==> src/rtl/sci_pkg.sv <==
package sci_pkg;
  localparam int NUM_CH     = 8;
  localparam int WR_BIT     = 15;
  localparam int RPT_BIT    = 14;
  localparam int CH0_BIT    = 13;
  localparam int TEMP_BIT   = 4;
  localparam int EXTREF_BIT = 2;
  localparam int AVG_BIT    = 1;
  localparam int PD_BIT     = 0;

  typedef struct packed {
    logic              repeat_en;
    logic [NUM_CH-1:0] ch_en;
    logic              temp_en;
    logic              ext_ref;
    logic              temp_avg;
    logic              pwr_down;
  } cfg_t;

  // Channel i sits at bit (CH0_BIT - i); reserved bits are dropped.
  function automatic cfg_t decode_word(input logic [15:0] w);
    cfg_t c;
    c.repeat_en = w[RPT_BIT];
    for (int i = 0; i < NUM_CH; i++) c.ch_en[i] = w[CH0_BIT - i];
    c.temp_en  = w[TEMP_BIT];
    c.ext_ref  = w[EXTREF_BIT];
    c.temp_avg = w[AVG_BIT];
    c.pwr_down = w[PD_BIT];
    return c;
  endfunction
endpackage

==> src/rtl/sci_sync_edge.sv <==
module sci_sync_edge #(
  parameter int STAGES = 2
) (
  input  logic clk,
  input  logic rst_n,
  input  logic cs_n,
  input  logic sclk,
  input  logic sdi,
  output logic cs_act,
  output logic cs_fall,
  output logic sclk_fall,
  output logic sclk_rise,
  output logic sdi_s
);
  // bit 2 = cs_n, bit 1 = sclk, bit 0 = sdi; idle value 3'b110
  localparam logic [2:0] IDLE = 3'b110;
  logic [STAGES-1:0][2:0] pipe;
  logic [2:0] last;
  logic [2:0] cur;

  always_ff @(posedge clk or negedge rst_n) begin
    if (!rst_n) begin
      pipe <= {STAGES{IDLE}};
      last <= IDLE;
    end else begin
      pipe[0] <= {cs_n, sclk, sdi};
      for (int s = 1; s < STAGES; s++) pipe[s] <= pipe[s-1];
      last <= pipe[STAGES-1];
    end
  end

  assign cur       = pipe[STAGES-1];
  assign cs_act    = ~cur[2];
  assign cs_fall   = last[2] & ~cur[2];
  assign sclk_fall = last[1] & ~cur[1];
  assign sclk_rise = ~last[1] & cur[1];
  assign sdi_s     = cur[0];
endmodule

==> src/rtl/sci_frame_rx.sv <==
module sci_frame_rx #(
  parameter int FRAME_W = 16,
  parameter int CNT_W   = $clog2(FRAME_W + 1)
) (
  input  logic               clk,
  input  logic               rst_n,
  input  logic               cs_act,
  input  logic               cs_fall,
  input  logic               sclk_fall,
  input  logic               sdi_s,
  output logic [FRAME_W-1:0] word,
  output logic               word_done,
  output logic [CNT_W-1:0]   bit_cnt
);
  localparam logic [CNT_W-1:0] FULL = CNT_W'(FRAME_W);
  localparam logic [CNT_W-1:0] LAST = CNT_W'(FRAME_W - 1);

  always_ff @(posedge clk or negedge rst_n) begin
    if (!rst_n) begin
      word      <= '0;
      bit_cnt   <= '0;
      word_done <= 1'b0;
    end else if (cs_fall) begin
      bit_cnt   <= '0;
      word_done <= 1'b0;
    end else if (cs_act && sclk_fall && bit_cnt < FULL) begin
      word      <= {word[FRAME_W-2:0], sdi_s};
      bit_cnt   <= bit_cnt + CNT_W'(1);
      word_done <= (bit_cnt == LAST);
    end else begin
      word_done <= 1'b0;
    end
  end
endmodule

==> src/rtl/sci_frame_tx.sv <==
module sci_frame_tx #(
  parameter int FRAME_W = 16
) (
  input  logic               clk,
  input  logic               rst_n,
  input  logic               cs_act,
  input  logic               cs_fall,
  input  logic               sclk_rise,
  input  logic [FRAME_W-1:0] load_word,
  output logic [FRAME_W-1:0] tx_sh,
  output logic               sdo,
  output logic               sdo_oe
);
  always_ff @(posedge clk or negedge rst_n) begin
    if (!rst_n)                    tx_sh <= '0;
    else if (cs_fall)              tx_sh <= load_word;
    else if (cs_act && sclk_rise)  tx_sh <= {tx_sh[FRAME_W-2:0], 1'b0};
  end

  assign sdo_oe = cs_act;
  assign sdo    = cs_act & tx_sh[FRAME_W-1];
endmodule

==> src/rtl/sci_ctrl_if.sv <==
module sci_ctrl_if #(
  parameter int ADDR_W      = 4,
  parameter int DATA_W      = 12,
  parameter int SYNC_STAGES = 2
) (
  input  logic              clk,
  input  logic              rst_n,
  input  logic              cs_n,
  input  logic              sclk,
  input  logic              sdi,
  input  logic [ADDR_W-1:0] res_addr,
  input  logic [DATA_W-1:0] res_data,
  output logic              sdo,
  output logic              sdo_oe,
  output logic              cfg_repeat,
  output logic [7:0]        cfg_ch_en,
  output logic              cfg_temp_en,
  output logic              cfg_ext_ref,
  output logic              cfg_temp_avg,
  output logic              cfg_pwr_down
);
  import sci_pkg::*;
  localparam int FRAME_W = ADDR_W + DATA_W;
  localparam int CNT_W   = $clog2(FRAME_W + 1);

  logic               cs_act, cs_fall, sclk_fall, sclk_rise, sdi_s;
  logic [FRAME_W-1:0] rx_word, tx_sh;
  logic               rx_done;
  logic [CNT_W-1:0]   bit_cnt;
  logic               cfg_load;
  cfg_t               cfg_q;

  sci_sync_edge #(.STAGES(SYNC_STAGES)) u_sync (
    .clk(clk), .rst_n(rst_n), .cs_n(cs_n), .sclk(sclk), .sdi(sdi),
    .cs_act(cs_act), .cs_fall(cs_fall), .sclk_fall(sclk_fall),
    .sclk_rise(sclk_rise), .sdi_s(sdi_s));

  sci_frame_rx #(.FRAME_W(FRAME_W), .CNT_W(CNT_W)) u_rx (
    .clk(clk), .rst_n(rst_n), .cs_act(cs_act), .cs_fall(cs_fall),
    .sclk_fall(sclk_fall), .sdi_s(sdi_s), .word(rx_word),
    .word_done(rx_done), .bit_cnt(bit_cnt));

  sci_frame_tx #(.FRAME_W(FRAME_W)) u_tx (
    .clk(clk), .rst_n(rst_n), .cs_act(cs_act), .cs_fall(cs_fall),
    .sclk_rise(sclk_rise), .load_word({res_addr, res_data}),
    .tx_sh(tx_sh), .sdo(sdo), .sdo_oe(sdo_oe));

  assign cfg_load = rx_done & rx_word[WR_BIT];

  always_ff @(posedge clk or negedge rst_n) begin
    if (!rst_n)        cfg_q <= '0;
    else if (cfg_load) cfg_q <= decode_word(rx_word);
  end

  assign cfg_repeat   = cfg_q.repeat_en;
  assign cfg_ch_en    = cfg_q.ch_en;
  assign cfg_temp_en  = cfg_q.temp_en;
  assign cfg_ext_ref  = cfg_q.ext_ref;
  assign cfg_temp_avg = cfg_q.temp_avg;
  assign cfg_pwr_down = cfg_q.pwr_down;
endmodule

==> config.mk <==
export PLATFORM = sky130hd
export DESIGN_NAME = sci_ctrl_if
export DESIGN_NICKNAME = d
export VERILOG_FILES = /design/src/rtl/sci_pkg.sv /design/src/rtl/sci_sync_edge.sv /design/src/rtl/sci_frame_rx.sv /design/src/rtl/sci_frame_tx.sv /design/src/rtl/sci_ctrl_if.sv
export SDC_FILE = /design/constraint.sdc
export NUM_CORES = 1
export LEC_CHECK = 0
export BUFFER_PORTS_ARGS = -buffer_cell sky130_fd_sc_hd__buf_2
export CORE_UTILIZATION = 59
export CTS_CLUSTER_DIAMETER = 200
export DETAILED_ROUTE_END_ITERATION = 12
export PLACE_DENSITY = 0.82
export SLEW_MARGIN = 10
export SYNTH_ARGS = -nofsm -noshare
export SYNTH_HDL_FRONTEND = slang
export SYNTH_SLANG_ARGS = --single-unit
==> constraint.sdc <==
create_clock -name clk -period 3.43 [get_ports clk]
set_input_delay 0.343 -clock clk [delete_from_list [all_inputs] [get_ports clk]]
set_output_delay 0.343 -clock clk [all_outputs]
set_load 0.02 [all_outputs]
==> flow_summary.json <==
{
  "outcome": "complete, no violations",
  "cts_tree": "built",
  "static-leakage-power_nw": 1.383,
  "utilization_pct": 72.73,
  "post-route-min-period_ps": 2037,
  "ir_worst_vdd_v": 0.0005091,
  "r2r_slack_ps": 1390,
  "die_h_um": 65.03,
  "num_vias": 1453,
  "wirelength_mm": 3.968,
  "drive_gt1_share_pct": 40.55,
  "r2r-end": "u_rx.word[2]",
  "ios": 36,
  "drc_errors": 0,
  "r2r_start": "u_sync.last[1]",
  "fin_crit_sh_pct": 59.39,
  "seq_power_share_pct": 54.1,
  "wl_met2_mm": 1.939,
  "overflow": 0,
  "power_frac_comb_pct": 7.0,
  "row_count": 22,
  "rsz0062_at_grt": "false",
  "avgViaCountPerCell": 5.483,
  "maxSlewHeadroom_pct": 32.31,
  "cts_buffer_depth": 2,
  "skew_ps": 5.625,
  "synth-seq-cells": 59,
  "worstSetupStartpointType": "register",
  "fin_setup_tns_ps": 0,
  "setup_slack_ps": 1393,
  "clkPwrFrac_pct": 39.0,
  "firstDrtPassIters": 4,
  "hold_path.class": "input pin to register",
  "n_antenna_cell": 0,
  "dp_slack_ps": 1404,
  "postCtsSetupRepairBufs": 0,
  "r2r_cells": 3,
  "grt_pass1_vias": 1489,
  "power_density_nw_per_um2": 536.0,
  "hold_violations": 0,
  "dr_wl_met3_um": 165,
  "grt_pass1_wl_mm": 6.679,
  "crit_type": "register to register",
  "grt_use_total_pct": 22.02,
  "synthArstFlopShare_pct": 100.0,
  "fmax_mhz": 490.9,
  "cts.root.buffer_cell": "clkbuf_8",
  "crit_fanout": 14,
  "synth_top_cell_by_area": "dfrtp_1",
  "core_area_um2": 3744,
  "numCtsBuffers": 9,
  "start_util_pct": 62.60,
  "hold_depth": 1,
  "crit_required_ps": 3640,
  "ys_types": 33,
  "post_drt_wl_per_cell_um": 14.97,
  "critPathArrivalTime_ps": 2240,
  "maxSlewViolCount": 0,
  "port_buffers": 35,
  "placed_cells": 249,
  "synth_seq_area_share_pct": 63.32,
  "synthTopCellsByArea": "dfrtp_1 (57%), mux2_2 (12%), dfstp_2 (6.7%)",
  "synth_top_area_share_pct": 56.59,
  "internal-power_w": 0.001121,
  "grt_max_degree": 45,
  "final-instance-count-excl-fill": 265,
  "synth_warnings": 0,
  "syn_area_um2": 2343,
  "min_from": "sclk",
  "worst_slew_pin_slew_ps": 1013,
  "p_sw_share_pct": 23.20,
  "hpwl_mm": 2.667,
  "setup_viol": 0,
  "synth_nets": 197,
  "dieWidth_um": 65.03,
  "gp_congestion": 0.8662,
  "avgSynthCellArea_um2": 13.47,
  "synth-edff-count": 0,
  "synth_cells": 174,
  "cts_htree_levels": 3,
  "die_area_um2": 4228,
  "drt-met1-wl_mm": 1.774,
  "clkSinkCount": 59,
  "antenna_found_initial": 0,
  "synth_ff_type": "dfrtp_1",
  "clk_pin_slew_ps": 60,
  "cts_resized": 0,
  "net-switching-power_w": 0.0003386,
  "drt-initial-drc-count": 157,
  "syn_to_final_growth_pct": 16.18,
  "hold_buffers": 0,
  "cp-end-kind": "register",
  "cap_violations": 0,
  "routed.top_layer": "met4",
  "ant_nets": 0,
  "hold_end": "u_sync.pipe[1]",
  "clk_latency_ps": 330,
  "fin_nets": 235
}
## power groups by stage
stage	combinational, W	sequential (W)	clock [W]
after floorplan	0.0000661	0.000789	0
after global routing	0.000117	0.000796	0.000613
after detailed placement	0.000103	0.000801	0
final	0.000102	0.000789	0.000569
after global placement	0.0000950	0.000796	0
after CTS	0.000104	0.000789	0.000581
## cell usage after synthesis, drive strengths merged, types with 2 or more instances
library cell,instances
mux2i,2
o21ai,16
a22oi,12
nor2,3
dfstp,6
nand3,2
mux2,29
ha,2
dfrtp,53
inv,16
nand2,4
nand2b,3
clkbuf,6
a21oi,4
buf,3
and2b,2
## stage by stage
step                cell area, um2  hold WS [ps]  total power (W)
finish                        2723         113.3         0.001459
global route                  2723         88.63         0.001527
CTS                           2723         97.19         0.001474
detailed placement            2540         350.1        0.0009040
global placement              2540         333.2        0.0008909
floorplan                     2344         47.41        0.0008547
## routing by layer
layer / GRT usage [%] / up-vias
met2: 32.68 / 43
met3: 8.627 / 10
met1: 27.80 / 717
met5: 0 / -
met4: 11.68 / 0
li1: - / 683
## how the worst max path moves through the flow
| stage | start | endpoint | slack, ps | cells after the start |
|---|---|---|---|---|
| after floorplan | u_sync.last[1] | u_rx.word[10] | 1580 | 5 |
| after global placement | u_sync.last[1] | u_rx.word[10] | 1480 | 3 |
| after detailed placement | u_sync.last[1] | u_rx.word[2] | 1400 | 3 |
| after CTS | u_sync.last[1] | u_rx.word[2] | 1390 | 3 |
| after global routing | u_sync.last[1] | u_rx.word[1] | 1310 | 3 |
| final | u_sync.last[1] | u_rx.word[2] | 1390 | 3 |
## sequential cells by signal (all words and copies together), names as in the netlist
name / cells
cfg_ch_en: 8
cfg_ext_ref: 1
cfg_pwr_down: 1
cfg_repeat: 1
cfg_temp_avg: 1
cfg_temp_en: 1
u_rx.bit_cnt: 5
u_rx.word: 16
u_rx.word_done: 1
u_sync.cur: 3
u_sync.last: 2
u_sync.pipe: 3
u_tx.tx_sh: 16
## layout by cell type (no fill, tap or decap), types with 4 or more instances in the layout
master	instances
mux2_4	4
a22oi_1	12
clkbuf_8	12
inv_1	16
mux2_2	25
buf_2	35
nand2_1	4
a21oi_1	4
dfrtp_1	53
dfstp_2	6
o21ai_0	16
## kinds of logic (layout without fill, tap and decap cells)
group / Yosys count / after routing / synth area share [%]
adders and majority gates: 2 / 2 / 1.068
and+or+nand+nor: 20 / 20 / 5.553
buffers and inverters: 25 / 68 / 4.805
muxes: 31 / 31 / 15.43
AOI/OAI and AO/OA: 37 / 37 / 9.825
DFF: 59 / 59 / 63.32
## worst max-delay path, stage by stage, from the launching register on
cell and delay (ps):
dfstp_2 560, or4b_1 600, nor2_4 370, mux2_2 390
## area by class of cell
cell class	instances	area [um2]
clock buffer	14	172.7
clock inverter	2	10.01
fill	274	1021
inverter	16	60.06
multi-input combinational	90	753.2
sequential	59	1484
tap	48	60.06
timing repair buffer	36	182.7
(Power assumes the default switching activity.)
